<file path="src/rtl/pwm3_pkg.sv">
package pwm3_pkg;
    localparam int CW  = 16;  // counter and duty width
    localparam int DW  = 10;  // dead-time width
    localparam int SWW = 8;   // sync-width width

    localparam int ADR_HALF  = 0;
    localparam int ADR_DEAD  = 1;
    localparam int ADR_MINW  = 2;
    localparam int ADR_SYNCW = 3;
    localparam int ADR_MODE  = 4;
    localparam int ADR_DUTY0 = 5;

    typedef logic [CW-1:0] cnt_t;

    typedef struct packed {
        cnt_t           half_per;
        logic [DW-1:0]  dead;
        cnt_t           min_w;
        logic [SWW-1:0] sync_w;
        logic           dbl;
    } cfg_t;
endpackage

</file>
<file path="src/rtl/pwm3_timebase.sv">
module pwm3_timebase
    import pwm3_pkg::*;
(
    input  logic           clk,
    input  logic           rst_n,
    input  logic           trip,
    input  cnt_t           per_act,
    input  cnt_t           per_next,
    input  logic [SWW-1:0] sync_w_next,
    input  logic           dbl,
    output cnt_t           cnt,
    output logic           up,
    output logic           load,
    output logic           sync
);
    typedef struct packed {
        cnt_t           cnt;
        logic           up;
        logic [SWW-1:0] sync_cnt;
    } tb_state_t;

    tb_state_t cur_q, nxt_d;
    logic start_d, peak_d, load_d;

    always_comb begin
        nxt_d   = cur_q;
        start_d = 1'b0;
        peak_d  = 1'b0;
        if (per_act == '0) begin
            nxt_d.cnt = '0;
            nxt_d.up  = 1'b1;
            start_d   = 1'b1;
        end else if (cur_q.up) begin
            if (cur_q.cnt >= per_act - cnt_t'(1)) begin
                nxt_d.cnt = per_act;
                nxt_d.up  = 1'b0;
                peak_d    = 1'b1;
            end else begin
                nxt_d.cnt = cur_q.cnt + cnt_t'(1);
            end
        end else begin
            if (cur_q.cnt <= cnt_t'(1)) begin
                nxt_d.cnt = '0;
                nxt_d.up  = 1'b1;
                start_d   = 1'b1;
            end else begin
                nxt_d.cnt = cur_q.cnt - cnt_t'(1);
            end
        end
        if (start_d && per_next != '0)
            nxt_d.sync_cnt = sync_w_next;
        else if (cur_q.sync_cnt != '0)
            nxt_d.sync_cnt = cur_q.sync_cnt - 1'b1;
        load_d = start_d | (peak_d & dbl);
        if (trip) begin
            nxt_d  = '{cnt: '0, up: 1'b1, sync_cnt: '0};
            load_d = 1'b0;
        end
    end

    always_ff @(posedge clk or negedge rst_n) begin
        if (!rst_n) cur_q <= '{cnt: '0, up: 1'b1, sync_cnt: '0};
        else        cur_q <= nxt_d;
    end

    assign cnt  = cur_q.cnt;
    assign up   = cur_q.up;
    assign load = load_d;
    assign sync = cur_q.sync_cnt != '0;

    // while climbing, the count stays strictly below the active peak
    p_up_below_peak_r1: assert property (@(posedge clk) disable iff (!rst_n)
        (cur_q.up && per_act != '0) |-> (cur_q.cnt < per_act));

    // a sync pulse only begins on a clock where the count sits at zero
    p_sync_at_zero_r6: assert property (@(posedge clk) disable iff (!rst_n)
        $rose(sync) |-> (cur_q.cnt == '0));
endmodule

</file>
<file path="src/rtl/pwm3_leg.sv">
module pwm3_leg
    import pwm3_pkg::*;
(
    input  logic          clk,
    input  logic          rst_n,
    input  logic          trip,
    input  cnt_t          cnt,
    input  logic          up,
    input  cnt_t          per,
    input  cnt_t          duty,
    input  logic [DW-1:0] dead,
    input  cnt_t          min_w,
    output logic          out_hi,
    output logic          out_lo
);
    localparam int WW = CW + 2;

    typedef struct packed {
        logic [DW-1:0] run_hi;
        logic [DW-1:0] run_lo;
        logic          hi;
        logic          lo;
    } leg_state_t;

    leg_state_t cur_q, nxt_d;
    cnt_t dc, k;
    logic raw_hi, raw_lo, kill_hi, kill_lo;
    logic [WW-1:0] on_w, off_w, guard;

    always_comb begin
        dc      = (duty > per) ? per : duty;
        k       = up ? (per - cnt - cnt_t'(1)) : (per - cnt);
        raw_hi  = (per != '0) && (k < dc);
        raw_lo  = (per != '0) && !raw_hi;
        on_w    = {1'b0, dc, 1'b0};
        off_w   = {1'b0, per, 1'b0} - on_w;
        guard   = WW'(dead) + WW'(min_w);
        kill_hi = on_w < guard;
        kill_lo = off_w < guard;

        nxt_d.run_hi = raw_hi ? ((cur_q.run_hi >= dead) ? cur_q.run_hi
                                                        : cur_q.run_hi + 1'b1) : '0;
        nxt_d.run_lo = raw_lo ? ((cur_q.run_lo >= dead) ? cur_q.run_lo
                                                        : cur_q.run_lo + 1'b1) : '0;
        nxt_d.hi = raw_hi && (cur_q.run_hi >= dead) && !kill_hi;
        nxt_d.lo = raw_lo && (cur_q.run_lo >= dead) && !kill_lo;
        if (trip) nxt_d = '0;
    end

    always_ff @(posedge clk or negedge rst_n) begin
        if (!rst_n) cur_q <= '0;
        else        cur_q <= nxt_d;
    end

    assign out_hi = cur_q.hi;
    assign out_lo = cur_q.lo;

    // the two switches of a leg are never driven together
    p_no_shoot_through_r3: assert property (@(posedge clk) disable iff (!rst_n)
        !(cur_q.hi && cur_q.lo));

    // the high output is only on when the compare window was open a clock earlier
    p_hi_needs_raw_r2: assert property (@(posedge clk) disable iff (!rst_n)
        cur_q.hi |-> $past(raw_hi));

    // with a nonzero dead time, the low side falling never coincides with the high side on
    p_dead_gap_r3: assert property (@(posedge clk) disable iff (!rst_n)
        (dead != '0 && $fell(cur_q.lo)) |-> !cur_q.hi);
endmodule

</file>
<file path="src/rtl/pwm3_center_gen.sv">
module pwm3_center_gen
    import pwm3_pkg::*;
#(
    parameter int NCH = 3,
    localparam int AW = $clog2(ADR_DUTY0 + NCH)
) (
    input  logic           clk,
    input  logic           rst_n,
    input  logic           trip_rst,
    input  logic           wr_en,
    input  logic [AW-1:0]  wr_addr,
    input  logic [CW-1:0]  wr_data,
    output logic [NCH-1:0] pwm_hi,
    output logic [NCH-1:0] pwm_lo,
    output logic           sync_pulse
);
    typedef struct packed {
        cnt_t          per;
        logic [DW-1:0] dead;
        cnt_t          min_w;
    } act_t;

    typedef struct packed {
        cfg_t               sh;
        cnt_t [NCH-1:0]     sh_duty;
        act_t               act;
        cnt_t [NCH-1:0]     act_duty;
    } top_state_t;

    top_state_t cur_q, nxt_d;
    cnt_t cnt;
    logic up, load;

    always_comb begin
        nxt_d = cur_q;
        if (wr_en) begin
            case (int'(wr_addr))
                ADR_HALF:  nxt_d.sh.half_per = wr_data;
                ADR_DEAD:  nxt_d.sh.dead     = wr_data[DW-1:0];
                ADR_MINW:  nxt_d.sh.min_w    = wr_data;
                ADR_SYNCW: nxt_d.sh.sync_w   = wr_data[SWW-1:0];
                ADR_MODE:  nxt_d.sh.dbl      = wr_data[0];
                default: begin
                    for (int i = 0; i < NCH; i++)
                        if (int'(wr_addr) == ADR_DUTY0 + i) nxt_d.sh_duty[i] = wr_data;
                end
            endcase
        end
        if (trip_rst) begin
            nxt_d.act      = '0;
            nxt_d.act_duty = '0;
        end else if (load) begin
            nxt_d.act      = '{per: cur_q.sh.half_per, dead: cur_q.sh.dead,
                               min_w: cur_q.sh.min_w};
            nxt_d.act_duty = cur_q.sh_duty;
        end
    end

    always_ff @(posedge clk or negedge rst_n) begin
        if (!rst_n) cur_q <= '0;
        else        cur_q <= nxt_d;
    end

    pwm3_timebase u_tb (
        .clk         (clk),
        .rst_n       (rst_n),
        .trip        (trip_rst),
        .per_act     (cur_q.act.per),
        .per_next    (cur_q.sh.half_per),
        .sync_w_next (cur_q.sh.sync_w),
        .dbl         (cur_q.sh.dbl),
        .cnt         (cnt),
        .up          (up),
        .load        (load),
        .sync        (sync_pulse)
    );

    for (genvar g = 0; g < NCH; g++) begin : g_leg
        pwm3_leg u_leg (
            .clk    (clk),
            .rst_n  (rst_n),
            .trip   (trip_rst),
            .cnt    (cnt),
            .up     (up),
            .per    (cur_q.act.per),
            .duty   (cur_q.act_duty[g]),
            .dead   (cur_q.act.dead),
            .min_w  (cur_q.act.min_w),
            .out_hi (pwm_hi[g]),
            .out_lo (pwm_lo[g])
        );
    end

    // a sampled trip leaves every output low on the following clock
    p_trip_quiet_r9: assert property (@(posedge clk) disable iff (!rst_n)
        trip_rst |=> (pwm_hi == '0 && pwm_lo == '0 && !sync_pulse));

    // no phase drive follows a clock with a zero active half-period
    p_idle_quiet_r10: assert property (@(posedge clk) disable iff (!rst_n)
        (cur_q.act.per == '0) |=> (pwm_hi == '0 && pwm_lo == '0));
endmodule

</file>
<file path="config.mk">
export PLATFORM = sky130hd
export DESIGN_NAME = pwm3_center_gen
export DESIGN_NICKNAME = d
export VERILOG_FILES = /design/src/rtl/pwm3_pkg.sv /design/src/rtl/pwm3_timebase.sv /design/src/rtl/pwm3_leg.sv /design/src/rtl/pwm3_center_gen.sv
export SDC_FILE = /design/constraint.sdc
export NUM_CORES = 1
export LEC_CHECK = 0
export BUFFER_PORTS_ARGS = -buffer_cell sky130_fd_sc_hd__buf_2
export CORE_MARGIN = 2
export CORE_UTILIZATION = 60
export CTS_BUF_LIST = sky130_fd_sc_hd__clkbuf_16
export DETAILED_ROUTE_END_ITERATION = 10
export HOLD_SLACK_MARGIN = 0.03
export PLACE_DENSITY = 0.76
export SYNTH_ARGS = -nofsm -noshare
export SYNTH_HDL_FRONTEND = slang
export SYNTH_SLANG_ARGS = --single-unit
</file>
<file path="constraint.sdc">
create_clock -name clk -period 14.6 [get_ports clk]
set_clock_uncertainty 0.05 [all_clocks]
set_input_delay 2.92 -clock clk [delete_from_list [all_inputs] [get_ports clk]]
set_output_delay 2.92 -clock clk [all_outputs]
set_load 0.05 [all_outputs]
</file>
==> flow_summary.yaml <==
route:
  post-route-drc-count: 0
  detail_route.first_pass.iterations: 6
  drt_first_iter_violations: 1662
  route.antenna.remaining_nets: 0
  post_detailed_route_via_to_cell_ratio: 6.46
  finalWirelength_mm: 62.3
  via_count: 18000
  post_drt_wl_per_cell_um: 22.4
timing:
  finalSetupViolCount: 0
  finalHoldViolCount: 0
  timing.setup.tns_ns: 0
  max_freq_ghz: 0.138
  max-slew-margin-rel_pct: 18.3
  worst-slew-pin-transition_ns: 1.22
  timing.final.crit_share_pct: 49.7
  final-max-slew-violation-count: 0
  finalWorstPathRequiredPeriod_ns: 7.25
  rsz0062_at_grt: "false"
global_routing:
  grt_start_max_net_pins: 91
  antenna_found_initial: 1
  via_count_of_the_first_global_routing_pass: 17900
  grt-ovfl-total: 0
  wire_length_of_the_first_global_routing_pass_mm: 99.4
  globalRouteTotalUtil_pct: 33.4
placement:
  globalplace.congestion: 0.985
  place.port_buffers: 29
  dpl.hpwl_mm: 47.5
  placed_cells: 2720
setup_path:
  regToRegEndpoint: "g_leg[0].u_leg.out_lo"
  worst-r2r-cell-count: 30
  worst_ep_arrival_time_ns: 7.62
  critPathTopFamily: "compound AO/OA/AOI/OAI gates"
  cpPeakStageDelay_ns: 0.70
  worstReg2RegStart: "cur_q[89]"
  startpoint_type: "register"
  worstPathMaxFanout: 42
  criticalPathCategory: "reg -> reg"
  critPathSlowestCell: "dfrtp_1"
  crit_top_cell: "a21oi_1"
  rrSetupSlack_ns: 7.35
  required_arrival_time_at_the_worst_endpoint_ns: 14.97
  end_kind: "register"
  cp_num_buf_inv: 3
cells_and_area:
  area_delta_synth_final_pct: 7.37
  final.fill_count: 2907
  nNetsFinal: 2658
  final_core_util_pct: 65.1
  antennaDiodeCount: 0
  non_filler_instances: 2781
  drive_gt1_share_pct: 11.0
logic_synthesis:
  async_reset_ff_share_pct: 100
  synth_enable_flop_cells: 0
  synth_warnings: 0
  yosys_register_bits: 280
  synth-main-ff-cell: "dfrtp_1"
  synth.net_count: 2644
  syn_avg_cell_area_um2: 9.69
  synth.cell_area_mm2: 0.0220
  synth.yosys.seq_area_share_pct: 31.8
  post_synth_inst_count: 2274
  post_synth_num_cell_types: 87
clock_network:
  clock_transition_time_at_the_flip_flop_clock_pins_of_the_worst_setup_and_hold_paths_ns: 0.06
  clock_tree.htree_level_count: 2
  holdBufCountCts: 0
  post_cts_resized: 0
  tritoncts: "yes"
  numClockSinks: 280
  cts.path.max_buffers: 3
  post_cts.repair.setup_buffers: 0
  clock_tree.root_cell: "clkbuf_16"
  clock_latency_ns: 0.55
  cts_inserted_buffers: 34
floorplan:
  floorplan.io_pins: 30
  floorplan.die.width_um: 196
  core_area_mm2: 0.0363
  rows: 70
  chipHeight_um: 196
  initial_core_util_pct: 60.6
  die-area_mm2: 0.0383
power_and_ir_drop:
  comb_power_share_pct: 64.9
  worst_voltage_drop_across_the_vdd_grid_v: 0.000133
  p_int_w: 0.00282
  netSwitchingPower_w: 0.00246
  powerDensity_mw_per_mm2: 223
  cellLeakagePower_nw: 11.1
  power.switching_fraction_pct: 46.6
  share_seq_of_total_power_pct: 19.3
  p_clk_share_pct: 15.8
worst_hold_path:
  timing.hold.worst.start: "cur_q[154]"
  whs_path_depth: 1
  terminating_pin_of_the_worst_hold_path: "cur_q[55]"
  worst_hold_path_type: "reg -> reg"
job:
  drv.max_cap_violation_count: 0
run_status:
  outcome: "complete, no violations"
==> cells by family after synthesis <==
| group | after synthesis | share of synthesized area [%] |
|---|---|---|
| muxes | 129 | 6.50 |
| buffers and inverters | 212 | 4.17 |
| adders and majority gates | 348 | 19.9 |
| and+or+nand+nor | 567 | 12.9 |
| DFF | 280 | 31.8 |
| AOI/OAI and AO/OA | 571 | 18.0 |
| xor gates and xnor gates | 167 | 6.64 |
==> registers in the layout, indices dropped and copies added (netlist names) <==
register	cells
g_leg.u_leg.out_hi	3
u_tb.cur_q	8
g_leg.u_leg.cur_q	60
cur_q	189
u_tb.up	1
g_leg.u_leg.out_lo	3
u_tb.cnt	16
==> per-layer routing <==
layer	share of wire, %	global-route usage [%]
met5	0	0
met2	45	52.7
met3	6.4	4.58
met1	45	47.2
met4	3.3	12.2
==> per-stage QoR <==
step	area (µm²)	hold slack [ns]	power (W)	worst slack, ns
2_1_floorplan	22000	0.417	0.00351	8.59
3_3_place_gp	22600	0.423	0.00430	7.79
3_5_place_dp	22600	0.431	0.00439	7.59
4_1_cts	23700	0.442	0.00525	7.55
5_1_grt	23700	0.453	0.00572	6.82
6_report	23700	0.443	0.00528	7.35
==> final cells by class <==
type,instances,area [µm²],area share (%)
Tap cell,468,586,2.48
Sequential cell,280,7010,29.6
Inverter,137,514,2.17
Multi-Input combinational cell,1782,14100,59.7
Clock buffer,35,876,3.70
Timing Repair Buffer,53,335,1.42
Clock inverter,26,208,0.878
==> Yosys cell counts (9+ instances only) <==
cell	instances	area, µm²
a211oi_1	24	180
a21o_1	86	646
a21oi_1	129	646
a22o_1	92	806
and3_1	17	106
buf_2	20	100
buf_6	10	113
clkbuf_1	33	124
dfrtp_1	279	6980
ha_1	342	4280
inv_1	136	510
mux2_2	113	1270
mux2i_1	16	160
nand2_1	106	398
nand2b_1	28	175
nand3_1	43	215
nand4_1	52	325
nor2_1	167	627
nor2b_1	28	175
nor3_1	49	245
nor4_1	18	113
o211ai_1	9	67.6
o21a_1	39	293
o21ai_0	89	445
o21bai_1	15	113
or2_2	9	56.3
or3_1	11	68.8
xnor2_1	109	955
xor2_1	58	508
==> how the worst max path moves through the flow <==
stage / startpoint / end / slack [ns] / cells past startpoint
6_report: cur_q[89] / g_leg[0].u_leg.out_lo / 7.35 / 30
5_1_grt: cur_q[89] / g_leg[0].u_leg.out_lo / 6.82 / 30
4_1_cts: cur_q[88] / g_leg[0].u_leg.out_lo / 7.55 / 30
3_5_place_dp: cur_q[88] / g_leg[0].u_leg.out_lo / 7.59 / 30
3_3_place_gp: cur_q[87] / g_leg[2].u_leg.out_lo / 7.79 / 29
2_1_floorplan: cur_q[89] / g_leg[0].u_leg.out_lo / 8.59 / 33
==> power by group through the flow <==
| stage | Clock [W] | Combinational (W) | Sequential, W |
|---|---|---|---|
| after floorplan | 0 | 0.00254 | 0.000968 |
| after global placement | 0 | 0.00328 | 0.00102 |
| after detailed placement | 0 | 0.00336 | 0.00103 |
| after CTS | 0.000844 | 0.00339 | 0.00101 |
| after global routing | 0.000878 | 0.00381 | 0.00103 |
| final | 0.000836 | 0.00343 | 0.00102 |
==> placed cells by master (no fill, tap or decap), types with 5 or more instances in the layout <==
master / Yosys / final
dfrtp_1: 279 / 279
a31o_2: 7 / 7
a21oi_1: 129 / 129
and3_1: 17 / 17
a22o_1: 92 / 92
xnor2_1: 109 / 109
inv_1: 136 / 148
nor3_1: 49 / 48
nand3_1: 43 / 43
buf_4: 6 / 24
nand2_1: 106 / 106
o211ai_1: 9 / 9
o21ai_0: 89 / 89
or3_1: 11 / 11
o2111ai_1: 6 / 6
nand4_1: 52 / 52
fa_1: 5 / 5
and2_1: 8 / 8
o21bai_1: 15 / 15
o311a_1: 6 / 6
nor2_1: 167 / 167
o21ai_1: 8 / 8
buf_2: 20 / 28
clkbuf_16: 0 / 35
ha_1: 342 / 342
xor2_1: 58 / 58
mux2_2: 113 / 113
nor2b_1: 28 / 28
nand2b_1: 28 / 28
a31oi_1: 6 / 6
a21o_1: 86 / 86
o21a_1: 39 / 39
a211oi_1: 24 / 24
o31a_1: 7 / 7
mux2i_1: 16 / 16
clkinv_2: 0 / 5
nor4_1: 18 / 18
or2_2: 9 / 9
No activity file was read; power rests on OpenSTA's default activity.
